[config.mk]
export PLATFORM = sky130hd
export DESIGN_NAME = gnss_trk_chan
export DESIGN_NICKNAME = d
export VERILOG_FILES = /design/src/rtl/gnss_trk_chan.sv
export SDC_FILE = /design/constraint.sdc
export NUM_CORES = 1
export LEC_CHECK = 0
export BUFFER_PORTS_ARGS = -buffer_cell sky130_fd_sc_hd__clkbuf_2
export CORE_AREA = 2 2 397 281
export DETAILED_ROUTE_END_ITERATION = 10
export DIE_AREA = 0 0 399 283
export GPL_TIMING_DRIVEN = 1
export SLEW_MARGIN = 40
export SYNTH_ARGS = -nofsm -noshare
export SYNTH_HDL_FRONTEND = slang
export SYNTH_SLANG_ARGS = --single-unit
[constraint.sdc]
create_clock -name clk -period 7.4 [get_ports clk]
set_input_delay 0.74 -clock clk [delete_from_list [all_inputs] [get_ports clk]]
set_output_delay 0.74 -clock clk [all_outputs]
set_load 0.02 [all_outputs]
[src/rtl/gnss_trk_chan.sv]
module gnss_trk_chan #(
  parameter int NCO_W = 32,
  parameter int LFSR_W = 10,
  parameter int MAX_INT = 225000,
  parameter logic [LFSR_W-1:0] SEED_INIT = '1,
  parameter logic [LFSR_W-1:0] TAPS_INIT = LFSR_W'(10'h204),
  localparam int MIX_W = 4,
  localparam int CNT_W = $clog2(MAX_INT + 1),
  localparam int ACC_W = MIX_W + $clog2(MAX_INT)
) (
  input  logic                    clk,
  input  logic                    rst_n,
  input  logic [1:0]              if_sample,
  input  logic                    cfg_we,
  input  logic [2:0]              cfg_addr,
  input  logic [31:0]             cfg_wdata,
  output logic signed [ACC_W-1:0] e_i,
  output logic signed [ACC_W-1:0] e_q,
  output logic signed [ACC_W-1:0] p_i,
  output logic signed [ACC_W-1:0] p_q,
  output logic signed [ACC_W-1:0] l_i,
  output logic signed [ACC_W-1:0] l_q,
  output logic                    dump_valid
);

  logic [NCO_W-1:0] carr_fcw, code_fcw, car_ph, code_ph;
  logic [LFSR_W-1:0] seed, taps, lf;
  logic [31:0] int_len;
  logic fmt_twos;
  logic [1:0] div;
  logic [2:0] sr;
  logic [CNT_W-1:0] cnt, eff_len;
  logic signed [ACC_W-1:0] acc [0:5];
  logic signed [ACC_W-1:0] outr [0:5];
  logic signed [MIX_W-1:0] prod [0:5];
  logic signed [MIX_W-1:0] mi, mq;
  logic signed [2:0] smp, cosv, sinv;
  logic [NCO_W:0] csum;
  logic tick, srst;

  assign srst = cfg_we && (cfg_addr == 3'd5) && cfg_wdata[1];

  always_ff @(posedge clk or negedge rst_n) begin
    if (!rst_n) begin
      carr_fcw <= '0;
      code_fcw <= '0;
      seed     <= SEED_INIT;
      taps     <= TAPS_INIT;
      int_len  <= 32'd1;
      fmt_twos <= 1'b0;
    end else if (cfg_we) begin
      case (cfg_addr)
        3'd0: carr_fcw <= cfg_wdata[NCO_W-1:0];
        3'd1: code_fcw <= cfg_wdata[NCO_W-1:0];
        3'd2: seed     <= cfg_wdata[LFSR_W-1:0];
        3'd3: taps     <= cfg_wdata[LFSR_W-1:0];
        3'd4: int_len  <= cfg_wdata;
        3'd5: fmt_twos <= cfg_wdata[0];
        default: ;
      endcase
    end
  end

  always_comb begin
    if (int_len == '0)                eff_len = CNT_W'(1);
    else if (int_len > 32'(MAX_INT))  eff_len = CNT_W'(MAX_INT);
    else                              eff_len = int_len[CNT_W-1:0];
  end

  assign smp = fmt_twos ? {if_sample, 1'b1} : {~if_sample[1], if_sample[0], 1'b1};

  always_comb begin
    case (car_ph[NCO_W-1 -: 3])
      3'd0: begin cosv = 3'sd2;  sinv = 3'sd1;  end
      3'd1: begin cosv = 3'sd1;  sinv = 3'sd2;  end
      3'd2: begin cosv = -3'sd1; sinv = 3'sd2;  end
      3'd3: begin cosv = -3'sd2; sinv = 3'sd1;  end
      3'd4: begin cosv = -3'sd2; sinv = -3'sd1; end
      3'd5: begin cosv = -3'sd1; sinv = -3'sd2; end
      3'd6: begin cosv = 3'sd1;  sinv = -3'sd2; end
      default: begin cosv = 3'sd2; sinv = -3'sd1; end
    endcase
  end

  assign mi = MIX_W'(smp) * MIX_W'(cosv);
  assign mq = MIX_W'(smp) * MIX_W'(sinv);

  always_comb begin
    for (int k = 0; k < 3; k++) begin
      prod[2*k]   = sr[k] ? -mi : mi;
      prod[2*k+1] = sr[k] ? -mq : mq;
    end
  end

  assign csum = {1'b0, code_ph} + {1'b0, code_fcw};
  assign tick = csum[NCO_W];

  always_ff @(posedge clk or negedge rst_n) begin
    if (!rst_n) begin
      car_ph <= '0; code_ph <= '0; div <= '0; lf <= SEED_INIT; sr <= '0;
      cnt <= '0; dump_valid <= 1'b0;
      for (int k = 0; k < 6; k++) begin acc[k] <= '0; outr[k] <= '0; end
    end else if (srst) begin
      car_ph <= '0; code_ph <= '0; div <= '0; lf <= seed; sr <= '0;
      cnt <= '0; dump_valid <= 1'b0;
      for (int k = 0; k < 6; k++) acc[k] <= '0;
    end else begin
      car_ph  <= car_ph + carr_fcw;
      code_ph <= csum[NCO_W-1:0];
      if (tick) begin
        sr <= {sr[1:0], lf[LFSR_W-1]};
        if (div == 2'd2) begin
          div <= '0;
          lf  <= {lf[LFSR_W-2:0], ^(lf & taps)};
        end else begin
          div <= div + 2'd1;
        end
      end
      if (cnt >= eff_len) begin
        dump_valid <= 1'b1;
        cnt <= CNT_W'(1);
        for (int k = 0; k < 6; k++) begin
          outr[k] <= acc[k];
          acc[k]  <= ACC_W'(prod[k]);
        end
      end else begin
        dump_valid <= 1'b0;
        cnt <= cnt + CNT_W'(1);
        for (int k = 0; k < 6; k++) acc[k] <= acc[k] + ACC_W'(prod[k]);
      end
    end
  end

  assign e_i = outr[0];
  assign e_q = outr[1];
  assign p_i = outr[2];
  assign p_q = outr[3];
  assign l_i = outr[4];
  assign l_q = outr[5];

  assert_sr_hold_R5: assert property (@(posedge clk) disable iff (!rst_n)
    (!tick && !srst) |=> $stable(sr));
  assert_sr_shift_R5: assert property (@(posedge clk) disable iff (!rst_n)
    (tick && !srst) |=> (sr[2:1] == $past(sr[1:0])));
  assert_lfsr_hold_R3: assert property (@(posedge clk) disable iff (!rst_n)
    (!(tick && div == 2'd2) && !srst) |=> $stable(lf));
  assert_restart_R9: assert property (@(posedge clk) disable iff (!rst_n)
    srst |=> (car_ph == '0 && code_ph == '0 && lf == $past(seed) && cnt == '0 && !dump_valid));
  assert_one_pulse_R6: assert property (@(posedge clk) disable iff (!rst_n)
    (dump_valid && eff_len > CNT_W'(1)) |=> !dump_valid);
  assert_cnt_bound_R8: assert property (@(posedge clk) disable iff (!rst_n)
    cnt <= CNT_W'(MAX_INT));

endmodule

# --- Word level (Yosys, flattened, before mapping) ---
# Cells that the tools add are included.
classes:
  eq_ne: 12
  mul: 2
  n_lt_le_gt_ge: 2
  n_mux: 27
  n_reduce_logical: 22
  add_sub_neg: 12
  bitwise: 3
op_table:
  columns: ["op", "n"]
  rows:
  - ["132-bit two-way mux", 2]
  - ["22-bit by 4-bit adder with 22-bit output", 6]
  - ["18-bit two-way mux", 4]
  - ["32-bit two-way mux", 2]
  - ["32-bit by 32-bit adder with 33-bit output", 1]
  - ["32-bit adder", 1]
  - ["32-bit by 18-bit greater-than comparator with 1-bit output, second input constant", 1]
  - ["32-bit zero test", 1]
  - ["10-bit two-way mux", 3]
  - ["4-bit two-way mux", 6]
  - ["18-bit by 1-bit adder with 18-bit output, second input constant", 1]
  - ["18-bit greater-or-equal comparator", 1]
  - ["3-bit one-hot mux with 3 select lines", 2]
  - ["2-bit AND reduction", 8]
  - ["3-bit equality test, second input constant", 5]
  - ["3-bit by 2-bit equality test with 1-bit output, second input constant", 4]
  - ["2-bit OR reduction", 6]
  - ["10-bit bitwise AND", 1]
  - ["10-bit XOR reduction", 1]
  - ["3-bit two-way mux", 3]
  - ["3-bit by 3-bit multiplier with 4-bit output", 2]
  - ["4-bit negation", 2]
  - ["3-bit by 1-bit equality test with 1-bit output, second input constant", 2]
  - ["3-bit zero test", 2]
  - ["7 further kinds", 13]
totals:
  ff_bits: 479
  elab_cells: 105

# --- Logic depth before layout (Yosys ltp) ---
logic_depth:
  depth_word: 9
  ltp_mapped: 23
  mapped_depth_nobuf: 23

# --- Least setup slack after synthesis ---
# No wires, ideal clock.
synth_timing:
  kind: "reg-to-reg"
  start: "reg car_ph[29]"
  end: "reg acc[87] in the netlist's numbering"
  t_arrival_ns: 5.544
  stages_incl_launch_ff: 21
  setup_slack_ns: 1.720
  path_buffers: 0
  setup_time_ns: 0.136
  required_time_ns: 7.264
  cell_sequence: "dfrtp_1 inv_1 ha_1 o32ai_1 nand2_1 and2_1 ha_1 fa_1 or3_1 nand2_1 xnor2_1 ha_1 and3_1 a221o_1 or3_1 nor3_2 o311ai_1 a21oi_1 xnor2_1 and3_1 nor3_1"
synth_between:
  elab_chain_len: 9
  elab_cells_between_ends: 16
  cone_classes: "add/sub: 2; mul: 1; eq/ne: 6; mux: 4; reduce/logical: 3"
synth_rtl:
  columns: ["element", "line_no", "source"]
  rows:
  - ["start: declaration", "26", "logic [NCO_W-1:0] carr_fcw, code_fcw, car_ph, code_ph;"]
  - ["start signal: assignment", "108", "car_ph <= car_ph + carr_fcw;"]
  - ["3-bit equality test (tied with other cells)", "73", "case (car_ph[NCO_W-1 -: 3])"]
  - ["2-bit OR reduction (no line)", null, null]
  - ["3-bit one-hot mux with 3 select lines *", "73", null]
  - ["3-bit by 3-bit multiplier with 4-bit output *", "85", "assign mi = MIX_W'(smp) * MIX_W'(cosv);"]
  - ["4-bit negation", "90", "prod[2*k] = sr[k] ? -mi : mi;"]
  - ["4-bit two-way mux *", "90", null]
  - ["22-bit by 4-bit adder with 22-bit output", "129", "for (int k = 0; k < 6; k++) acc[k] <= acc[k] + ACC_W'(prod[k]);"]
  - ["132-bit two-way mux *", "119", "if (cnt >= eff_len) begin"]
  - ["132-bit two-way mux *", "103", "end else if (srst) begin"]
  - ["end signal: indexed assignment", "124", "acc[k] <= ACC_W'(prod[k]);"]
  - ["end: declaration", "33", "logic signed [ACC_W-1:0] acc [0:5];"]
# Mark *: on every way between the ends. The rest lies on a longest branch, timed or not.
# A chain may end at the register's enable or synchronous reset.

# --- Final worst setup path ---
layout_timing:
  start: "reg car_ph[29]"
  end: "reg acc[43] in the netlist's numbering"
# The elaborated chain is that of the path after synthesis.

==> run metrics <==
outcome completed; maximum number of pins on one net before global-route repair between 100 and 150; initial detailed-routing violation count 1097; number of antenna violations at the first check in global routing 3; final count of pins violating max slew 0; prevailing post-synth register cell sky130_fd_sc_hd__dfrtp_1; ant diodes 0; Max Cap Violations 0; post-synth net total about 2800; width of the die around 400 microns; Data required, critical path a little under 8 ns; footprint of the flip-flops and latches roughly 12000 sq um; count of cell instances traversed by the critical path 21; worst hold path type in -> async; Worst Skew 0.0288 ns; crit-path max FO 22; upper clock frequency limit around 170 MHz; sum of met3 wire segment lengths after detailed routing 3.02 mm; arrival time worst endpoint 6.45 ns; number of post-CTS setup repair buffers 0; proportion of synthesized flip-flops having asynchronous set or reset 1.00; number of sinks handled by clock tree synthesis 479; clock network latency to the later pin of the worst-skew pair 0.64 ns; cell type contributing the most total cell area after synthesis sky130_fd_sc_hd__dfrtp_1; number of instances in the synthesized netlist 2531; DIE AREA 113000 sq um; type of element launching the critical path register; Remaining Overflow, GRT 0; cell with the largest stage delay on the worst path sky130_fd_sc_hd__xnor2_1; total of hold buffers inserted after clock tree synthesis 0; maximum buffer depth of the clock tree 3; remaining max-slew budget at the tightest pin 0.445; DP HPWL roughly 49 mm; wire length of the first global-routing pass approximately 110 mm; sequential element share of the synthesized area 0.443; worst reg2reg path depth 21; clock buffer count from CTS 51; wire length per cell after detailed routing between 15 and 20 microns; H-tree levels 2; area of the mapped netlist 27100 sq um; GPL Wtd Cong 0.808; register clock-pin slew on the reported worst setup and hold paths 0.06 ns; row count 102; count of vias placed by the detailed router 19556; cell chain of the critical path inv_1 > ha_1 > o32ai_1 > nand2_1 > and2_1 > ha_1 > fa_1 > xor2_1 > xnor2_1 > xnor2_2 > buf_4 > ha_1 > and3_1 > and3_1 > a22oi_1 > nand3_1 > a2111oi_2 > o41ai_1 > xor2_1 > and3_1 > nor3_1; total number of nets in the final design around 3000; CTS tree done; Seq cells post-synth 479; slew at the pin with the worst max-slew slack 0.831 ns; met2 layer wire length in the routed design 28.7 mm; DRC violation count after routing 0; number of nets with antenna violations after detailed routing 0; total number of yosys warnings 0; layout cell share with drive strength beyond 1 0.218; area growth from synthesis to final layout 16.6%; top-level I/O count 173; CP Class reg -> reg; 1st-pass router iterations 5; final hold viol count 0; area of the core 110000 sq um; fraction of post-synthesis cell area in the top cell type by area 0.421; Buffers & Inverters on Critical Path 2; Chip Height 283 microns; number of filler cells placed in the layout 11416; number of global-route vias before repair 19198; Post-synth EDFFs 0; unrepaired setup endpoints after global routing false; number of port buffers 172; Post-synth top cells sky130_fd_sc_hd__dfrtp_1 (456), sky130_fd_sc_hd__mux2_2 (249), sky130_fd_sc_hd__ha_1 (224), sky130_fd_sc_hd__a21oi_1 (172), sky130_fd_sc_hd__nand2_1 (170); area used by multi-input combinational logic 14600 sq um; top sig layer met5; Period minus WS final approximately 5.9 ns; setup total negative slack 0 ns; Starting Density 0.248; post-route worst hold slack 0.0989 ns; post-synth cell types 86; total wirelength of the detailed-routed design around 70 mm; Final setup viols 0; crit-path max cell delay 0.56 ns; kind of capture point of the worst setup path register; CP delay by family, top compound AO/OA/AOI/OAI gates; All-Layer GR Usage 0.123; Resized cells post-CTS 0; detailed-route wire length on metal 1 36.3 mm; cell types occupying the most area after synthesis sky130_fd_sc_hd__dfrtp_1 (42%), sky130_fd_sc_hd__mux2_2 (10%), sky130_fd_sc_hd__ha_1 (10%); CTS Root Buffer Type sky130_fd_sc_hd__clkbuf_16; post-route clock period utilization 0.801; via density per instance 4.65; average footprint of a synthesized cell 10.7 sq um; most common cell in the synthesized netlist sky130_fd_sc_hd__dfrtp_1
-- state kept, by name, summed over array words and instances, names as in the netlist, 18 cells and up --
name	count
int_len	32
code_fcw	32
p_i	22
e_i	22
code_ph	32
cnt	18
p_q	22
e_q	22
l_q	22
carr_fcw	32
l_i	22
acc	132
car_ph	32
-- cells by family (layout without fill, tap and decap cells) --
kind of cell | after synthesis | after routing | synth area share
buffers and inverters | 147 | 364 | 0.0237
AO/OA/AOI/OAI | 633 | 633 | 0.149
AND/OR/NAND/NOR | 588 | 588 | 0.104
flip-flops | 479 | 479 | 0.443
multiplexers | 266 | 266 | 0.110
adder cells (fa/ha/maj) | 234 | 234 | 0.111
XOR/XNOR | 184 | 184 | 0.0594
-- final cells by class --
cell class,instances,area share
repair buffers,200,0.0370
clock buffers,67,0.0455
flip-flops and latches,479,0.380
clock inverters,26,0.0100
multi-input cells,1905,0.461
well taps,1456,0.0576
inverters,71,0.00843
-- metal layers --
| layer | vias to the layer above | track usage |
|---|---|---|
| li1 | 9568 | - |
| met1 | 9580 | 0.187 |
| met2 | 329 | 0.179 |
| met3 | 75 | 0.0217 |
| met4 | 4 | 0.0256 |
| met5 | - | 0 |
-- cell usage in the layout, fill, tap and decap left out, types with 50 or more instances in the layout --
cell type,instances
sky130_fd_sc_hd__nand2_1,169
sky130_fd_sc_hd__clkbuf_16,52
sky130_fd_sc_hd__nor3_1,50
sky130_fd_sc_hd__ha_1,224
sky130_fd_sc_hd__o21ai_0,155
sky130_fd_sc_hd__inv_1,71
sky130_fd_sc_hd__nor2_1,154
sky130_fd_sc_hd__a21oi_1,171
sky130_fd_sc_hd__dfrtp_1,456
sky130_fd_sc_hd__xnor2_1,93
sky130_fd_sc_hd__mux2_2,249
sky130_fd_sc_hd__xor2_1,84
sky130_fd_sc_hd__a21o_1,83
sky130_fd_sc_hd__clkbuf_2,171
-- path summary, 6_finish.rpt --
kind	from	end	slack (ns)
min in group clk	cfg_wdata[18]	code_fcw[18]$_DFFE_PN0P_	0.40
min	rst_n	acc[108]$_DFF_PN0_	0.1
max reg2reg	car_ph[29]$_DFF_PN0_	acc[43]$_DFF_PN0_	1.48
max	car_ph[29]$_DFF_PN0_	acc[43]$_DFF_PN0_	1.48
max in group asynchronous	rst_n	acc[54]$_DFF_PN0_	6.06
min reg2reg	seed[0]$_DFFE_PN1P_	lf[0]$_DFFE_PN1P_	0.46
-- per-stage QoR --
stage,instance area [sq um],std cells,setup WS (ns),utilization
6_report,31600,4204,1.48,0.289
2_1_floorplan,27100,2531,1.72,-
3_5_place_dp,29800,4109,1.47,0.272
4_1_cts,31500,4202,1.44,0.288
3_3_place_gp,29700,4107,1.54,0.271
5_1_grt,31600,4204,0.937,0.289
Power is left out: the tool's default activity adds up to more than one toggle a clock period on the data nets, which glitch-free logic cannot reach.
